==> src/rtl/lb_cfg_pkg.sv <==
package lb_cfg_pkg;

  typedef enum logic [1:0] {
    ST_IDLE = 2'd0,
    ST_RUN  = 2'd1,
    ST_CHK  = 2'd2
  } srch_state_t;

  // depth code -> bits per component
  function automatic logic [3:0] bpc_of(input logic [1:0] code);
    case (code)
      2'd0:    return 4'd10;
      2'd1:    return 4'd8;
      2'd2:    return 4'd6;
      default: return 4'd12;
    endcase
  endfunction

endpackage

==> src/rtl/lb_cfg_div.sv <==
module lb_cfg_div #(
  parameter int NW = 16
) (
  input  logic          clk,
  input  logic          rst_n,
  input  logic          go,
  input  logic [NW-1:0] dividend,
  input  logic [NW-1:0] divisor,
  output logic          fin,
  output logic [NW-1:0] quot
);
  localparam int CW = $clog2(NW + 1);

  logic [NW-1:0] rem_q, quo_q, dsr_q;
  logic [CW-1:0] cnt_q;
  logic          run_q, fin_q;
  logic [NW:0]   shifted;
  logic [NW-1:0] diff;
  logic          fits;

  assign shifted = {rem_q, quo_q[NW-1]};
  assign fits    = shifted >= {1'b0, dsr_q};
  assign diff    = shifted[NW-1:0] - dsr_q;

  always_ff @(posedge clk) begin
    if (!rst_n) begin
      rem_q <= '0;
      quo_q <= '0;
      dsr_q <= '0;
      cnt_q <= '0;
      run_q <= 1'b0;
      fin_q <= 1'b0;
    end else begin
      fin_q <= 1'b0;
      if (!run_q) begin
        if (go) begin
          rem_q <= '0;
          quo_q <= dividend;
          dsr_q <= divisor;
          cnt_q <= CW'(NW);
          run_q <= 1'b1;
        end
      end else begin
        rem_q <= fits ? diff : shifted[NW-1:0];
        quo_q <= {quo_q[NW-2:0], fits};
        cnt_q <= cnt_q - 1'b1;
        if (cnt_q == CW'(1)) begin
          run_q <= 1'b0;
          fin_q <= 1'b1;
        end
      end
    end
  end

  assign fin  = fin_q;
  assign quot = quo_q;
endmodule

==> src/rtl/lb_cfg_rom.sv <==
module lb_cfg_rom #(
  parameter int NW      = 16,
  parameter int BANK_A  = 816,
  parameter int BANK_B  = 1088,
  parameter int BANK_C  = 848,
  parameter int ALPHA_A = 984,
  parameter int ALPHA_B = 1312,
  parameter int ALPHA_C = 456
) (
  input  logic [1:0]    cfg,
  output logic [NW-1:0] mem_y,
  output logic [NW-1:0] mem_c,
  output logic [NW-1:0] mem_a
);
  localparam int AB      = BANK_A + BANK_B;
  localparam int FULL    = AB + BANK_C;
  localparam int WIDE_Y  = AB + 3 * BANK_C;
  localparam int ALL_A   = ALPHA_A + ALPHA_B + ALPHA_C;

  always_comb begin
    case (cfg)
      2'd1: begin mem_y = NW'(BANK_A); mem_c = NW'(BANK_A); mem_a = NW'(ALPHA_A); end
      2'd2: begin mem_y = NW'(BANK_B); mem_c = NW'(BANK_B); mem_a = NW'(ALPHA_B); end
      2'd3: begin mem_y = NW'(WIDE_Y); mem_c = NW'(AB);     mem_a = NW'(ALL_A);   end
      default: begin mem_y = NW'(FULL); mem_c = NW'(FULL); mem_a = NW'(ALL_A);  end
    endcase
  end
endmodule

==> src/rtl/lb_cfg_fit.sv <==
module lb_cfg_fit #(
  parameter int NW       = 16,
  parameter int TAP_W    = 4,
  parameter int RAT_W    = 4,
  parameter int PART_MAX = 64,
  parameter int PART_W   = $clog2(PART_MAX + 1)
) (
  input  logic [1:0][NW-1:0]    q_pl,
  input  logic [NW-1:0]         q_alpha,
  input  logic                  alpha_en,
  input  logic [1:0][TAP_W-1:0] vt_pl,
  input  logic [1:0][RAT_W-1:0] cr_pl,
  output logic [1:0][PART_W-1:0] part_pl,
  output logic                  fits
);
  localparam int SW = PART_W + RAT_W + TAP_W + 2;

  logic [1:0] ok_pl;

  for (genvar g = 0; g < 2; g++) begin : g_plane
    logic [NW-1:0] lim;
    logic [SW-1:0] need, have;
    always_comb begin
      lim = q_pl[g];
      if (g == 0 && alpha_en && q_alpha < lim) lim = q_alpha;
      part_pl[g] = (lim > NW'(PART_MAX)) ? PART_W'(PART_MAX) : lim[PART_W-1:0];
      if (cr_pl[g] > RAT_W'(2)) begin
        need = SW'(vt_pl[g]) + SW'(cr_pl[g]);
        have = SW'(part_pl[g]) + SW'(2);
      end else begin
        need = SW'(vt_pl[g]);
        have = SW'(part_pl[g]);
      end
      ok_pl[g] = need <= have;
    end
  end

  assign fits = &ok_pl;
endmodule

==> src/rtl/lb_cfg_search.sv <==
module lb_cfg_search #(
  parameter int W        = 12,
  parameter int TAP_W    = 4,
  parameter int RAT_W    = 4,
  parameter int NW       = 16,
  parameter int PART_MAX = 64,
  parameter int PART_W   = $clog2(PART_MAX + 1)
) (
  input  logic              clk,
  input  logic              rst_n,
  input  logic              start,
  input  logic              force_max,
  input  logic [W-1:0]      luma_vp_w,
  input  logic [W-1:0]      chroma_vp_w,
  input  logic [W-1:0]      out_w,
  input  logic [1:0]        depth_code,
  input  logic              alpha_en,
  input  logic              fmt_420,
  input  logic [TAP_W-1:0]  vtaps_y,
  input  logic [TAP_W-1:0]  vtaps_c,
  input  logic [RAT_W-1:0]  vratio_ceil_y,
  input  logic [RAT_W-1:0]  vratio_ceil_c,
  output logic              busy,
  output logic              done,
  output logic [1:0]        cfg_sel,
  output logic [PART_W-1:0] parts_y,
  output logic [PART_W-1:0] parts_c,
  output logic              err
);
  import lb_cfg_pkg::*;

  localparam int LAST_OP = 5;

  srch_state_t state_q;
  logic [2:0]  op_q;
  logic        pend_q;
  logic [1:0]  cfg_q;

  logic [W-1:0]     ly_q, lc_q;
  logic [3:0]       bpc_q;
  logic             alpha_q, f420_q;
  logic [TAP_W-1:0] vty_q, vtc_q;
  logic [RAT_W-1:0] cry_q, crc_q;
  logic [NW-1:0]    wy_q, wc_q, wa_q, qy_q, qc_q, qa_q;

  logic [W-1:0]  ly_raw, lc_raw, ly_in, lc_in;
  logic          go, fin;
  logic [NW-1:0] dvd, dsr, quot;
  logic [NW-1:0] mem_y, mem_c, mem_a;
  logic [1:0][PART_W-1:0] part_pl;
  logic          fits;
  logic [1:0]    cfg_next;

  // line sizes at capture
  assign ly_raw = (luma_vp_w < out_w) ? luma_vp_w : out_w;
  assign lc_raw = (chroma_vp_w < out_w) ? chroma_vp_w : out_w;
  assign ly_in  = (ly_raw == '0) ? W'(1) : ly_raw;
  assign lc_in  = (lc_raw == '0) ? W'(1) : lc_raw;

  lb_cfg_rom #(.NW(NW)) u_rom (
    .cfg(cfg_q), .mem_y(mem_y), .mem_c(mem_c), .mem_a(mem_a)
  );

  // operand selection for the shared divider
  always_comb begin
    case (op_q)
      3'd0:    begin dvd = NW'(ly_q) * NW'(bpc_q) + NW'(71); dsr = NW'(72); end
      3'd1:    begin dvd = NW'(lc_q) * NW'(bpc_q) + NW'(71); dsr = NW'(72); end
      3'd2:    begin dvd = NW'(ly_q) + NW'(5);               dsr = NW'(6);  end
      3'd3:    begin dvd = mem_y; dsr = wy_q; end
      3'd4:    begin dvd = mem_c; dsr = wc_q; end
      default: begin dvd = mem_a; dsr = wa_q; end
    endcase
  end

  assign go = (state_q == ST_RUN) && !pend_q;

  lb_cfg_div #(.NW(NW)) u_div (
    .clk(clk), .rst_n(rst_n), .go(go), .dividend(dvd), .divisor(dsr),
    .fin(fin), .quot(quot)
  );

  lb_cfg_fit #(
    .NW(NW), .TAP_W(TAP_W), .RAT_W(RAT_W), .PART_MAX(PART_MAX), .PART_W(PART_W)
  ) u_fit (
    .q_pl({qc_q, qy_q}), .q_alpha(qa_q), .alpha_en(alpha_q),
    .vt_pl({vtc_q, vty_q}), .cr_pl({crc_q, cry_q}),
    .part_pl(part_pl), .fits(fits)
  );

  // priority order 1 -> 2 -> (3 if 4:2:0) -> 0
  always_comb begin
    case (cfg_q)
      2'd1:    cfg_next = 2'd2;
      2'd2:    cfg_next = f420_q ? 2'd3 : 2'd0;
      default: cfg_next = 2'd0;
    endcase
  end

  always_ff @(posedge clk) begin
    if (!rst_n) begin
      state_q <= ST_IDLE;
      op_q    <= '0;
      pend_q  <= 1'b0;
      cfg_q   <= '0;
      ly_q    <= '0;
      lc_q    <= '0;
      bpc_q   <= '0;
      alpha_q <= 1'b0;
      f420_q  <= 1'b0;
      vty_q   <= '0;
      vtc_q   <= '0;
      cry_q   <= '0;
      crc_q   <= '0;
      wy_q    <= '0;
      wc_q    <= '0;
      wa_q    <= '0;
      qy_q    <= '0;
      qc_q    <= '0;
      qa_q    <= '0;
      done    <= 1'b0;
      cfg_sel <= '0;
      parts_y <= '0;
      parts_c <= '0;
      err     <= 1'b0;
    end else begin
      done <= 1'b0;
      case (state_q)
        ST_IDLE: begin
          if (start) begin
            ly_q    <= ly_in;
            lc_q    <= lc_in;
            bpc_q   <= bpc_of(depth_code);
            alpha_q <= alpha_en;
            f420_q  <= fmt_420;
            vty_q   <= vtaps_y;
            vtc_q   <= vtaps_c;
            cry_q   <= vratio_ceil_y;
            crc_q   <= vratio_ceil_c;
            cfg_q   <= force_max ? 2'd0 : 2'd1;
            op_q    <= '0;
            pend_q  <= 1'b0;
            state_q <= ST_RUN;
          end
        end
        ST_RUN: begin
          if (!pend_q) begin
            pend_q <= 1'b1;
          end else if (fin) begin
            pend_q <= 1'b0;
            case (op_q)
              3'd0:    wy_q <= quot;
              3'd1:    wc_q <= quot;
              3'd2:    wa_q <= quot;
              3'd3:    qy_q <= quot;
              3'd4:    qc_q <= quot;
              default: qa_q <= quot;
            endcase
            if (op_q == 3'(LAST_OP)) state_q <= ST_CHK;
            else                     op_q    <= op_q + 1'b1;
          end
        end
        default: begin
          if (fits || cfg_q == 2'd0) begin
            done    <= 1'b1;
            cfg_sel <= cfg_q;
            parts_y <= part_pl[0];
            parts_c <= part_pl[1];
            err     <= !fits;
            state_q <= ST_IDLE;
          end else begin
            cfg_q   <= cfg_next;
            op_q    <= 3'd3;
            state_q <= ST_RUN;
          end
        end
      endcase
    end
  end

  assign busy = (state_q != ST_IDLE);
endmodule

==> config.mk <==
export PLATFORM = sky130hd
export DESIGN_NAME = lb_cfg_search
export DESIGN_NICKNAME = d
export VERILOG_FILES = /design/src/rtl/lb_cfg_pkg.sv /design/src/rtl/lb_cfg_div.sv /design/src/rtl/lb_cfg_rom.sv /design/src/rtl/lb_cfg_fit.sv /design/src/rtl/lb_cfg_search.sv
export SDC_FILE = /design/constraint.sdc
export NUM_CORES = 1
export LEC_CHECK = 0
export BUFFER_PORTS_ARGS = -buffer_cell sky130_fd_sc_hd__buf_2
export CORE_ASPECT_RATIO = 0.7
export CORE_MARGIN = 2
export CORE_UTILIZATION = 45
export CTS_CLUSTER_DIAMETER = 30
export DETAILED_ROUTE_END_ITERATION = 8
export HOLD_SLACK_MARGIN = 0.08
export PLACE_DENSITY = 0.65
export REMOVE_ABC_BUFFERS = 1
export SLEW_MARGIN = 25
export SYNTH_ARGS = -nofsm -noshare
export SYNTH_HDL_FRONTEND = slang
export SYNTH_SLANG_ARGS = --single-unit
==> constraint.sdc <==
create_clock -name clk -period 4.29 [get_ports clk]
set_input_delay 0.2145 -clock clk [delete_from_list [all_inputs] [get_ports clk]]
set_output_delay 0.2145 -clock clk [all_outputs]
set_load 0.01 [all_outputs]
# Word level (Yosys, flattened, before mapping)
# Cells that the tools add are included.
# Widths: inputs -> output; s select.
# word_totals
word_cells,160
romBits,0
register_bits,223
latch_bits,0
ramBits,0
mem_count,0
input_bits,60
out_inout_bits,19
# op_classes
n_div,0
n_addsub,10
eq_ne,19
n_shift,0
muxes,51
n_lt_le_gt_ge,10
n_mul,2
n_reduce_logical,33
bitwise_logic,5
# op_table
cell,count
$mux 16,6
$pmux 16 s5,1
$mux 17,4
$pmux 16 s4,1
$mux 12,4
$pmux 13 s3,1
$pmux 12 s3,1
$le 17x17->1,2
$add 16x7->16 const B,2
$gt 16x7->1 const B,2
$mul 12x4->16,2
$reduce_and 4->1,7
$logic_not 12->1,2
$lt 12x12->1,2
$pmux 12 s2,1
$ge 17x16->1,1
$add 7x2->8 const B,2
$lt 16x16->1,1
$sub 16x16->16,1
$mux 3,5
$mux 2,7
$mux 7,2
$add 12x3->13 const B,1
$pmux 2 s2,3
other kinds (31),69

# Longest topological paths before layout
# Gate-level depths: netlist of the first run.
# logic_depth
depth_word,12
ltp_mapped,20
mapped_depth_nobuf,18

# Hierarchy
# A second synthesis of the first run with hierarchy kept.
# hier_totals
hier_cells,2055
hier_area_um2,15771.4
# modules_own_cells
module,area_per_inst_um2,cells_per_inst,seq_area_each_um2,n_inst
lb_cfg_search,10462.5,1367,3343.2,1
lb_cfg_div,3342.0,425,1101.1,1
lb_cfg_fit,1556.5,210,0.0,1
lb_cfg_rom,410.4,53,0.0,1

# Worst setup path after synthesis of the first run
# No wires, ideal clock.
# synth_timing
kind,register to register
startpoint,register qy_q[2]
endpoint,register cfg_q[0]
stages_incl_launch_ff,18
required_ns,4.171
setup_time_ns,0.119
t_arrival_ns,4.117
path_buffers,0
period_less_slack_ns,4.235
setup_slack_ns,0.055
cell_sequence,dfxtp_1 inv_1 ha_1 a211oi_2 o21ai_1 a2111oi_2 o2111ai_2 nand2_4 mux2_2 or4_1 nand3_1 ha_1 mux2i_1 a21oi_1 nand3_1 o2bb2ai_2 nor2_1 o221a_2
# synth_via
elab_chain_cells,12
# synth_rtl
element,line,text
start: declaration,lb_cfg_search.sv:44,"logic [NW-1:0] wy_q, wc_q, wa_q, qy_q, qc_q, qa_q;"
start signal: assignment,lb_cfg_search.sv:155,3'd3: qy_q <= quot;
$lt 16x16->1,lb_cfg_fit.sv:25,if (g == 0 && alpha_en && q_alpha < lim) lim = q_alpha;
$logic_and 1x1->1,lb_cfg_fit.sv:25,
$mux 16 (*),lb_cfg_fit.sv:25,
$gt 16x7->1,lb_cfg_fit.sv:26,part_pl[g] = (lim > NW'(PART_MAX)) ? PART_W'(PART_MAX) : lim[PART_W-1:0];
$mux 7 (*),lb_cfg_fit.sv:26,
$add 7x2->8,lb_cfg_fit.sv:29,have = SW'(part_pl[g]) + SW'(2);
$mux 17 (*),lb_cfg_fit.sv:27,if (cr_pl[g] > RAT_W'(2)) begin
$le 17x17->1 (*),lb_cfg_fit.sv:34,ok_pl[g] = need <= have;
$reduce_and 2->1 (*),lb_cfg_fit.sv:38,assign fits = &ok_pl;
$logic_or 1x1->1 (*),lb_cfg_search.sv:164,if (fits || cfg_q == 2'd0) begin
$ne 2x1->1 (no line) (*),-,
$reduce_and 3->1 (no line) (*),-,
end signal: assignment,lb_cfg_search.sv:140,cfg_q <= force_max ? 2'd0 : 2'd1;
end signal: assignment,lb_cfg_search.sv:172,cfg_q <= cfg_next;
end: declaration,lb_cfg_search.sv:37,logic [1:0] cfg_q;
# Every way passes the cells marked *; elsewhere a longest branch is shown, timed or not.
# A chain may end at the register's enable or synchronous reset.

# Final worst setup path of the first run
# layout_timing
startpoint,register bpc_q[3]
endpoint,register u_div.quo_q[14] (netlist: u_div.quot[14])
# layout_via
elab_chain_cells,5
elab_cells_between_ends,7
classes_between,add/sub: 2; mul: 2; mux: 3
# layout_rtl
element,line,text
start: declaration,lb_cfg_search.sv:40,logic [3:0] bpc_q;
start signal: assignment,lb_cfg_search.sv:133,bpc_q <= bpc_of(depth_code);
"$mul 12x4->16, on equally long branches","lb_cfg_search.sv:68, lb_cfg_search.sv:67",
"$add 16x7->16, on equally long branches","lb_cfg_search.sv:68, lb_cfg_search.sv:67",
$pmux 16 s5 (*),lb_cfg_search.sv:66,case (op_q)
$mux 16 (*),lb_cfg_div.sv:36,if (go) begin
$mux 16 (*),lb_cfg_div.sv:35,if (!run_q) begin
end signal: assignment,lb_cfg_div.sv:38,quo_q <= dividend;
end signal: assignment,lb_cfg_div.sv:45,"quo_q <= {quo_q[NW-2:0], fits};"
end: declaration,lb_cfg_div.sv:14,"logic [NW-1:0] rem_q, quo_q, dsr_q;"
# Every way passes the cells marked *; elsewhere a longest branch is shown, timed or not. The select of a mux whose other input is x is not followed.

==> results of run 1 <==
## area by class of cell
cell class / instances / area (sq um) / share of cell area, %
clock inverter: 25 / 297 / 1.64
clock buffer: 63 / 1390 / 7.68
tap: 427 / 534 / 2.95
multi-input combinational: 1456 / 9610 / 53.1
timing repair buffer: 182 / 1350 / 7.45
inverter: 121 / 457 / 2.53
sequential: 222 / 4450 / 24.6
## stage by stage
stage / total power, mW / instances / TNS, ns / setup slack (ns)
after detailed placement: 3.98 / 2348 / -0.0625 / -0.0296
final: 7.83 / 2496 / 0 / 0.160
after global routing: 8.16 / 2496 / -0.305 / -0.0510
after global placement: 3.96 / 2348 / 0 / 0.0928
after floorplan: 3.46 / 1798 / -1.17 / -0.241
after CTS: 7.83 / 2494 / 0 / 0.00305
## state kept, by name, indices dropped and copies added, names as in the netlist, 5 cells and up
| name | flops |
|---|---|
| qa_q | 16 |
| qc_q | 16 |
| qy_q | 16 |
| u_div.dsr_q | 16 |
| u_div.quot | 16 |
| u_div.rem_q | 16 |
| wa_q | 16 |
| wc_q | 16 |
| wy_q | 16 |
| lc_q | 12 |
| ly_q | 12 |
| parts_c | 7 |
| parts_y | 7 |
| u_div.cnt_q | 5 |
## tightest hold or removal path, cell delays in order
cell	delay [ns]
buf_2	0.12
mux2i_1	0.11
a21oi_1	0.15
## timing repair
item / 4_1_cts / 5_1_grt
buffers inserted: 2 / 1
hold buffers: 56 / 0
cloned: 0 / 1
resized for setup: 0 / 20
pin swaps: 1 / 4
setup endpoints to repair: 7 / 30
hold endpoints to repair: 42 / 0
## logic make-up after synthesis
logic type               Yosys count
AO/OA/AOI/OAI                    489
multiplexers                      57
XOR/XNOR                          45
adder cells (fa/ha/maj)          187
buffers and inverters            230
flip-flops                       222
AND/OR/NAND/NOR                  677
## power groups by stage
stage                     Clock [mW]  Sequential [mW]  Combinational [mW]
after global placement             0             2.34                1.62
after CTS                       3.82             2.30                1.71
after detailed placement           0             2.34                1.64
after global routing            3.94             2.32                1.91
final                           3.78             2.31                1.75
after floorplan                    0             2.29                1.18
## per-layer routing
layer | share of wire (%) | up-vias
li1 | - | 6895
met1 | 47 | 6735
met2 | 42 | 545
met3 | 9.8 | 59
met4 | 1.5 | 0
met5 | 0 | -
## cells in the mapped netlist, types with 5 or more instances
| library cell | number |
|---|---|
| nand2_1 | 385 |
| a21oi_1 | 228 |
| dfxtp_1 | 222 |
| ha_1 | 160 |
| inv_1 | 120 |
| nor2_1 | 114 |
| clkbuf_1 | 93 |
| o21ai_0 | 85 |
| mux2i_1 | 45 |
| nor3_1 | 43 |
| a211oi_1 | 36 |
| xnor2_1 | 29 |
| fa_1 | 27 |
| nand3_1 | 27 |
| a22oi_1 | 20 |
| and2_1 | 20 |
| xor2_1 | 16 |
| nor4_1 | 15 |
| a21o_1 | 14 |
| mux2_2 | 12 |
| nand2b_1 | 12 |
| and3_1 | 11 |
| nand4_1 | 11 |
| nor2b_1 | 11 |
| o21a_1 | 10 |
| a221oi_1 | 9 |
| a31oi_1 | 9 |
| or3_1 | 8 |
| o31ai_1 | 6 |
| buf_4 | 5 |
| o2111ai_1 | 5 |
| o211ai_1 | 5 |
| or2_2 | 5 |
| or4_1 | 5 |
## worst max-delay path by stage
stage          slack (ns)  cells past startpoint                          end
2_1_floorplan       -0.24                     17        cfg_q[0]$_SDFFE_PN0P_
3_3_place_gp         0.09                     18      parts_c[4]$_SDFFE_PN0P_
3_5_place_dp        -0.03                     18      parts_c[5]$_SDFFE_PN0P_
4_1_cts             0.003                     18      parts_c[3]$_SDFFE_PN0P_
5_1_grt             -0.05                     20      parts_c[6]$_SDFFE_PN0P_
6_report             0.16                     15  u_div.quot[14]$_SDFFE_PN0P_
==> results by group, run 1 <==
Min path
  • Worst hold endpoint: lc_q[7]$_SDFFE_PN0P_
  • Hold Crit Class: in2reg
  • Hold path depth: 3
  • Hold Startpoint: out_w[7]

Yosys
  • Unique masters post-synth: 77
  • Largest family of logic cells by synthesized area: compound AO/OA/AOI/OAI gates
  • EDFF count, synth: 0
  • Main area contributors after synthesis: dfxtp_1 (30%), ha_1 (13%), nand2_1 (9.7%)
  • Xor/xnor share of the synthesized area: 2.65%
  • Async S/R FF share, synth: 0%
  • Yosys top cell area share: 29.9%
  • Mapped cell area: 0.0149 sq mm
  • Simple-Gate Fraction of Synth Area: 19.8%
  • Synth warn: 0
  • Seq/Total Area, Yosys: 29.9%
  • Synth Area in Compound Gates: 20.5%
  • Area leader, netlist: dfxtp_1
  • Post-synthesis area per instance: 7.79 sq um
  • Post-synthesis mux area share: 3.94%
  • Prevailing post-synth register cell: dfxtp_1
  • Register bit count reported by yosys: 222
  • Post-synthesis adder-cell area fraction: 17.1%
  • Post-Syn Instances: 1907

Power
  • Switching Fraction: 30.4%
  • Sequential share of power: 29.4%
  • Switching power: 2.39 mW
  • Logic pwr share: 22.3%
  • Pwr dens: 433 mW/mm^2
  • Clock power frac: 48.2%
  • Leak: 7.65 nW
  • Pint: 5.45 mW
  • VDD IR max: 359 uV

Routing
  • # DRC: 0
  • Per-cell routed wire length: 17.7 um
  • DR vias: 14200
  • Via-per-instance ratio: 5.70
  • Routed WL: 44100 um
  • Initial DRC count: 1295
  • DR pass1 iterations: 5
  • Final ANT Viol Nets: 0

Placement
  • Dpl hpwl: 30900 um
  • PortBufs: 78
  • GPL Wtd Cong: 0.953
  • Placed instance area: 0.0157 sq mm

Worst setup path
  • Beginning of the worst register-to-register path: bpc_q[3]$_SDFFE_PN0P_
  • Worst reg2reg setup slack: 0.16 ns
  • Worst-path fanout max: 21
  • Reg2reg end: u_div.quot[14]$_SDFFE_PN0P_
  • Worst Path Required: 4.70 ns
  • Reg2Reg Depth: 15
  • Count of buffer and inverter cells on the critical path: 2
  • Arr. time, crit path: 4.54 ns
  • Slowest cell on crit path: fa_1
  • Crit Path Category: reg2reg
  • Most Frequent Cell on Critical Path: ha_1
  • Critical path, cell by cell: buf_6, nand2_1, fa_1, inv_1, ha_1, ha_1, ha_1, a211oi_1, o21ai_0, o311ai_0, o21ai_0, o211ai_1, xnor2_2, a22oi_1, o22ai_1
  • Critical path origin: bpc_q[3]$_SDFFE_PN0P_
  • Delay-heaviest family, CP: compound AO/OA/AOI/OAI gates
  • Startpoint type of the worst setup path: flop
  • CP endpoint kind: flop
  • Max incr delay on CP: 0.55 ns

STA
  • Clock skew: 0.0294 ns
  • Crit share post-route: 96.3%
  • Fin. Hold Viols: 0
  • Final setup fails: 0
  • Hold slack final: 0.0802 ns
  • Max-slew violations: 0
  • Fmax: 242 MHz
  • Minimum clock period: 4.13 ns
  • Measured slew at the worst slew-check pin: 1.17 ns
  • Worst relative slew slack: 21.4%

Global route
  • GR met3 Demand/Resource: 5.99%
  • Grt total ovfl: 0
  • Antenna violations before repair: 0
  • Total track usage: 25.3%
  • M1 GR Usage: 36.4%
  • First-pass GRT wire length: 71300 um
  • Largest net degree at the start of global routing: 95
  • GRT Max-Usage Layer: met2
  • Vias in the first global route: 13600
  • GR Util met2: 38.2%

Floorplanning
  • Die Y: 156 um
  • Total core area: 0.0324 sq mm
  • IO Pins: 79
  • Die Span X: 221 um
  • Die area: 0.0345 sq mm
  • Row count: 55
  • Initial Util: 45.8%

Outcome
  • Outcome: finished clean

CTS
  • Clock tree buffer depth: 3
  • Max H-tree Level: 2
  • CTS tree: built
  • CTS Root Cell: clkbuf_16
  • Cts bufs inserted: 47
  • Worst skew pair latency: 0.55 ns
  • Clk slew on worst S/H paths: 0.05 ns
  • CTS sink cnt: 222

Cells and area
  • Area delta synth->final: 21.7%
  • Share of layout cells above drive strength 1: 13.1%
  • Most frequent cells in the layout: nand2_1 (385), a21oi_1 (227), dfxtp_1 (218)
  • Final net count: 2277
  • Commonest non-fill, non-tap cell in the layout: nand2_1
  • Design Area, Final: 0.0181 sq mm
  • Number of fill cells: 2998
  • Ant. Diodes: 0
  • Fin util: 55.8%

Flow run
  • MaxCap Viol Count: 0
(Power assumes the default switching activity.)
==> inputs of run 2 (changes only) <==
--- a/config.mk
+++ b/config.mk
@@ -12,7 +12,7 @@
 export CTS_CLUSTER_DIAMETER = 30
 export DETAILED_ROUTE_END_ITERATION = 8
 export HOLD_SLACK_MARGIN = 0.08
-export PLACE_DENSITY = 0.65
+export PLACE_DENSITY_LB_ADDON = 0.08
 export REMOVE_ABC_BUFFERS = 1
 export SLEW_MARGIN = 25
 export SYNTH_ARGS = -nofsm -noshare
==> results by group, run 2 (same netlist as run 1, synthesis figures left out) <==
Cells and area
  • Post-Layout Cell Count: 2491 (-0.20%)
  • Number of fill cells: 3003 (+0.17%)
  • Final net count: 2273 (-0.18%)
  • Most frequent cells in the layout: nand2_1 (385), a21oi_1 (225), dfxtp_1 (222)
  • Ant. Diodes: 0 (unchanged)
  • Share of layout cells above drive strength 1: 13.1% (-0.017 points)
  • Area delta synth->final: 21.3%
  • Commonest non-fill, non-tap cell in the layout: nand2_1

Global route
  • Total track usage: 25.6% (+0.34 points)
  • First-pass GRT wire length: 71800 um (+0.68%)
  • Grt total ovfl: 0 (unchanged)
  • Vias in the first global route: 13300 (-1.6%)
  • Largest net degree at the start of global routing: 69 (-27%)
  • Antenna violations before repair: 0 (unchanged)

CTS
  • Cts bufs inserted: 48 (+2.1%)
  • Clock tree buffer depth: 3 (unchanged)
  • Worst skew pair latency: 0.56 ns (about the same)
  • Clk slew on worst S/H paths: 0.05 ns (about the same)
  • CTS Root Cell: clkbuf_16
  • CTS sink cnt: 222 (unchanged)
  • Max H-tree Level: 2 (unchanged)
  • CTS tree: built

Placement
  • Placed Cells: 2354 (+0.26%)
  • PortBufs: 78 (unchanged)
  • GPL Wtd Cong: 0.933 (-2.1%)
  • Dpl hpwl: 31800 um (+3.2%)

STA
  • Final setup fails: 0 (unchanged)
  • Max-slew violations: 0 (unchanged)
  • Fmax: 244 MHz (+0.66%)
  • Worst relative slew slack: 40.1% (+19 points)
  • Clock skew: 0.0178 ns (-0.0116 ns)
  • Minimum clock period: 4.10 ns (-0.0273 ns)
  • Unrepaired setup endpoints after global routing: yes
  • Setup TNS: 0 ns (unchanged)
  • Fin. Hold Viols: 0 (unchanged)
  • Crit share post-route: 95.6% (-0.64 points)
  • Measured slew at the worst slew-check pin: 0.897 ns (-0.271 ns)

Worst setup path
  • Startpoint type of the worst setup path: flop
  • Beginning of the worst register-to-register path: bpc_q[3]$_SDFFE_PN0P_
  • Arr. time, crit path: 4.52 ns (-0.02 ns)
  • Max incr delay on CP: 0.53 ns (-0.02 ns)
  • Worst Path Required: 4.71 ns (about the same)
  • Most Frequent Cell on Critical Path: ha_1
  • Reg2reg end: u_div.quot[11]$_SDFFE_PN0P_
  • CP endpoint kind: flop
  • Critical path origin: bpc_q[3]$_SDFFE_PN0P_
  • Reg2Reg Depth: 17 (+2)
  • Slowest cell on crit path: fa_1
  • Worst reg2reg setup slack: 0.19 ns (+0.03 ns)
  • Count of buffer and inverter cells on the critical path: 3 (+1)
  • Crit Path Category: reg2reg
  • Worst-path fanout max: 21 (unchanged)
  • Critical path, cell by cell: buf_12, nand2_1, fa_1, inv_1, ha_1, ha_1, ha_1, inv_1, fa_1, nor2b_2, o31ai_2, a21oi_1, a21oi_1, xor2_1, o221ai_1, a221oi_1, nor2_1
  • Delay-heaviest family, CP: adder cells

Floorplanning
  • Initial Util: 45.8% (unchanged)
  • Total core area: 0.0324 sq mm (unchanged)
  • Die Span X: 221 um (unchanged)
  • Die area: 0.0345 sq mm (unchanged)
  • IO Pins: 79 (unchanged)
  • Die Y: 156 um (unchanged)
  • Row count: 55 (unchanged)

Flow run
  • MaxCap Viol Count: 0 (unchanged)

Routing
  • Routed WL: 44100 um (about the same)
  • # DRC: 0 (unchanged)
  • DR pass1 iterations: 5 (unchanged)
  • DR vias: 14000 (-1.4%)
  • Initial DRC count: 1038 (-20%)
  • Via-per-instance ratio: 5.63 (-1.2%)
  • Per-cell routed wire length: 17.7 um (+0.26%)
  • Final ANT Viol Nets: 0 (unchanged)

Outcome
  • Outcome: finished clean

Min path
  • Hold Startpoint: out_w[2]
  • Hold Crit Class: in2reg
  • Hold path depth: 3 (unchanged)
  • Worst hold endpoint: lc_q[2]$_SDFFE_PN0P_

Power
  • Total power: 7.69 mW (-1.8%)
  • Clock power frac: 47.5% (-0.7 points)
  • Sequential share of power: 29.9% (+0.5 points)
  • Switching power: 2.38 mW (-0.34%)
  • Switching Fraction: 30.9% (+0.46 points)
  • Pint: 5.31 mW (-2.5%)
  • Leak: 7.65 nW (about the same)
  • Logic pwr share: 22.6% (+0.3 points)
  • VDD IR max: 322 uV (-10%)
  • Pwr dens: 427 mW/mm^2 (-1.4%)
run 2: worst register-to-register path: stages (launching register included):
cell	delay, ns
dfxtp_1	0.43
buf_12	0.19
nand2_1	0.11
fa_1	0.53
inv_1	0.04
ha_1	0.28
ha_1	0.28
ha_1	0.19
inv_1	0.07
fa_1	0.39
nor2b_2	0.17
o31ai_2	0.09
a21oi_1	0.20
a21oi_1	0.12
xor2_1	0.32
o221ai_1	0.22
a221oi_1	0.28
nor2_1	0.06
run 2: per-stage QoR:
stage / hold WS, ns / utilization, % / instance area, sq um / setup slack (ns)
2_1_floorplan: 0.312 / - / 14400 / -0.241
3_3_place_gp: 0.423 / 48.7 / 15800 / 0.103
3_5_place_dp: 0.429 / 48.7 / 15800 / 0.0700
4_1_cts: 0.0801 / 55.2 / 17900 / 0.0171
5_1_grt: 0.112 / 55.6 / 18000 / -0.0175
6_report: 0.0768 / 55.6 / 18000 / 0.187
run 2: what timing repair did:
action                     in CTS  in global routing
gates resized for setup         0                 19
hold endpoints to repair       37                  0
hold buffers                   47                  0
setup endpoints to repair       0                 27
buffers inserted                0                  2
run 2: how the worst max path moves through the flow:
stage	end	slack [ns]	cells after the start
final	u_div.quot[11]$_SDFFE_PN0P_	0.19	17
after global routing	parts_y[4]$_SDFFE_PN0P_	-0.02	18
after CTS	parts_c[3]$_SDFFE_PN0P_	0.02	18
after detailed placement	parts_c[3]$_SDFFE_PN0P_	0.07	18
after global placement	cfg_q[0]$_SDFFE_PN0P_	0.10	18
after floorplan	cfg_q[0]$_SDFFE_PN0P_	-0.24	17
run 2: power by group through the flow:
| stage | sequential, mW | combinational [mW] | clock (mW) |
|---|---|---|---|
| after global placement | 2.33 | 1.63 | 0 |
| after floorplan | 2.29 | 1.18 | 0 |
| after global routing | 2.31 | 1.92 | 3.82 |
| final | 2.30 | 1.74 | 3.65 |
| after detailed placement | 2.33 | 1.66 | 0 |
| after CTS | 2.30 | 1.72 | 3.71 |
run 2: layout make-up:
type	count	area (sq um)	area share [%]
Inverter	121	457	2.54
Tap cell	427	534	2.97
Timing Repair Buffer	178	1340	7.43
Clock buffer	61	1320	7.33
Sequential cell	222	4440	24.7
Clock inverter	27	303	1.68
Multi-Input combinational cell	1455	9620	53.4
run 2: metal layers:
| layer | GRT usage, % | part of all wire, % | vias up | routed length, um |
|---|---|---|---|---|
| met1 | 38.5 | 51 | 6706 | 22400 |
| met5 | 0.701 | 0 | - | 0 |
| li1 | - | - | 6889 | - |
| met4 | 5.66 | 1.6 | 0 | 701 |
| met3 | 5.31 | 7.1 | 62 | 3140 |
| met2 | 37.2 | 41 | 376 | 17900 |
==> inputs of run 3 (changes only) <==
--- a/config.mk
+++ b/config.mk
@@ -6,7 +6,6 @@
 export NUM_CORES = 1
 export LEC_CHECK = 0
 export BUFFER_PORTS_ARGS = -buffer_cell sky130_fd_sc_hd__buf_2
-export CORE_ASPECT_RATIO = 0.7
 export CORE_MARGIN = 2
 export CORE_UTILIZATION = 45
 export CTS_CLUSTER_DIAMETER = 30
==> results by group, run 3 (same netlist as run 1, synthesis figures left out) <==
Outcome
  • Outcome: finished clean

Global route
  • Largest net degree at the start of global routing: 100 (+45%)
  • Grt total ovfl: 0 (unchanged)
  • Vias in the first global route: 13400 (+0.51%)
  • First-pass GRT wire length: 70300 um (-2.1%)
  • Antenna violations before repair: 0 (unchanged)
  • Total track usage: 25.7% (+0.047 points)

STA
  • Minimum clock period: 4.06 ns (-0.0423 ns)
  • Fmax: 246 MHz (+1.0%)
  • Crit share post-route: 94.6% (-0.99 points)
  • Measured slew at the worst slew-check pin: 1.06 ns (+0.168 ns)
  • Final setup fails: 0 (unchanged)
  • Worst relative slew slack: 28.8% (-11 points)
  • Hold slack final: 0.164 ns (+0.0870 ns)
  • Clock skew: 0.0270 ns (+0.00923 ns)
  • Fin. Hold Viols: 0 (unchanged)
  • Max-slew violations: 0 (unchanged)

Routing
  • DR pass1 iterations: 6 (+1)
  • Via-per-instance ratio: 5.49 (-2.5%)
  • Final ANT Viol Nets: 0 (unchanged)
  • Per-cell routed wire length: 17.2 um (-3.0%)
  • Initial DRC count: 898 (-13%)
  • # DRC: 0 (unchanged)
  • Routed WL: 43700 um (-0.85%)
  • DR vias: 14000 (-0.27%)

Cells and area
  • Share of layout cells above drive strength 1: 14.5% (+1.4 points)
  • Commonest non-fill, non-tap cell in the layout: nand2_1
  • Design Area, Final: 0.0188 sq mm (+4.1%)
  • Register Area: 0.00445 sq mm (+0.11%)
  • Most frequent cells in the layout: nand2_1 (385), a21oi_1 (227), dfxtp_1 (218)
  • Number of fill cells: 3047 (+1.5%)
  • Fin util: 57.6% (+2.1 points)
  • Final net count: 2303 (+1.3%)
  • Area delta synth->final: 26.2%
  • Area of the multi-input gates: 0.00964 sq mm (+0.20%)
  • Ant. Diodes: 0 (unchanged)

Worst setup path
  • Critical path, cell by cell: inv_1, ha_1, a21o_1, a21oi_1, o21ai_0, nand2_4, mux2_4, or4_1, nand3_1, ha_1, mux2i_1, a21oi_2, nand3_2, a2bb2oi_4, buf_4, buf_4, a21oi_1, nor3_1
  • CP endpoint kind: flop
  • Delay-heaviest family, CP: compound AO/OA/AOI/OAI gates
  • Crit Path Category: reg2reg
  • Worst Path Required: 4.75 ns (+0.04 ns)
  • Arr. time, crit path: 4.52 ns (about the same)
  • Worst-path fanout max: 4 (-81%)
  • Startpoint type of the worst setup path: flop
  • Count of buffer and inverter cells on the critical path: 3 (unchanged)
  • Max incr delay on CP: 0.46 ns (-0.07 ns)
  • Slowest cell on crit path: or4_1

CTS
  • CTS tree: built
  • Clk slew on worst S/H paths: 0.05 ns (about the same)
  • Worst skew pair latency: 0.60 ns (+0.04 ns)
  • CTS Root Cell: clkbuf_16
  • CTS sink cnt: 222 (unchanged)
  • Clock tree buffer depth: 3 (unchanged)
  • Max H-tree Level: 2 (unchanged)
  • Cts bufs inserted: 57 (+19%)

Floorplanning
  • Die area: 0.0345 sq mm (about the same)
  • Total core area: 0.0325 sq mm (+0.38%)
  • Row count: 66 (+20%)
  • Die Span X: 186 um (-16%)
  • Initial Util: 45.7% (-0.17 points)
  • Die Y: 186 um (+19%)
  • IO Pins: 79 (unchanged)

Placement
  • GPL Wtd Cong: 0.878 (-5.9%)
  • Dpl hpwl: 31300 um (-1.6%)
  • PortBufs: 78 (unchanged)
  • Placed instance area: 0.0158 sq mm (+0.22%)

Power
  • Sequential share of power: 26.4% (-3.5 points)
  • Switching power: 2.49 mW (+4.6%)
  • VDD IR max: 332 uV (+3.4%)
  • Switching Fraction: 28.6% (-2.3 points)
  • Pwr dens: 464 mW/mm^2 (+8.7%)
  • Pint: 6.22 mW (+17%)
  • Clock power frac: 54.1% (+6.6 points)
  • Leak: 7.96 nW (+4.1%)
  • Logic pwr share: 19.5% (-3.1 points)

Flow run
  • MaxCap Viol Count: 0 (unchanged)

Min path
  • Hold Crit Class: in2reg
-- run 3: power by group through the flow --
stage / sequential, mW / clock (mW) / combinational, mW
floorplan: 2.29 / 0 / 1.18
global placement: 2.33 / 0 / 1.59
detailed placement: 2.33 / 0 / 1.61
CTS: 2.30 / 4.78 / 1.68
global route: 2.31 / 4.90 / 1.89
finish: 2.30 / 4.71 / 1.70
-- run 3: routing by layer --
metal	vias to the layer above	part of all wire, %	track usage, %
li1	6954	-	-
met1	6587	45	34.1
met2	386	46	42.0
met3	68	5.8	4.56
met4	0	2.6	8.72
met5	-	0	0
-- run 3: metrics by stage --
stage	power, mW	setup TNS, ns	cells	worst slack, ns
final	8.71	0	2547	0.230
after global routing	9.09	-0.0944	2547	-0.0251
after CTS	8.75	0	2541	0.0111
after detailed placement	3.94	0	2374	0.0590
after global placement	3.92	0	2374	0.0962
after floorplan	3.46	-1.17	1798	-0.241
-- run 3: worst paths after layout --
path	startpoint	endpoint	slack [ns]	depth (start not counted)
worst max-delay path	qy_q[14]$_SDFFE_PN0P_	parts_y[3]$_SDFFE_PN0P_	0.23	18
worst min-delay path	force_max	cfg_q[0]$_SDFFE_PN0P_	0.16	3
worst max register to register	qy_q[14]$_SDFFE_PN0P_	parts_y[3]$_SDFFE_PN0P_	0.23	18
worst min register to register	wc_q[5]$_SDFFE_PN0P_	wc_q[5]$_SDFFE_PN0P_	0.45	2
-- run 3: final cells by class --
class	instances	share of cell area (%)
clock buffers	66	8.06
clock inverters	42	3.34
inverters	121	2.44
multi-input cells	1455	51.4
flip-flops and latches	222	23.7
well taps	442	2.95
repair buffers	199	8.11
-- run 3: worst reg2reg max path, delay by kind of cell (launching register included) --
family | cells | cell delay, ns
AO/OA/AOI/OAI | 6 | 1.28
adder cells (fa/ha/maj) | 2 | 0.54
buffers and inverters | 3 | 0.37
flip-flops | 1 | 0.32
multiplexers | 2 | 0.46
AND/OR/NAND/NOR | 5 | 0.96
-- run 3: timing repair --
item	CTS	global route
hold buffers	59	0
buffers inserted	0	5
resized for setup	0	24
setup endpoints to repair	0	25
endpoints found under the hold margin	44	0
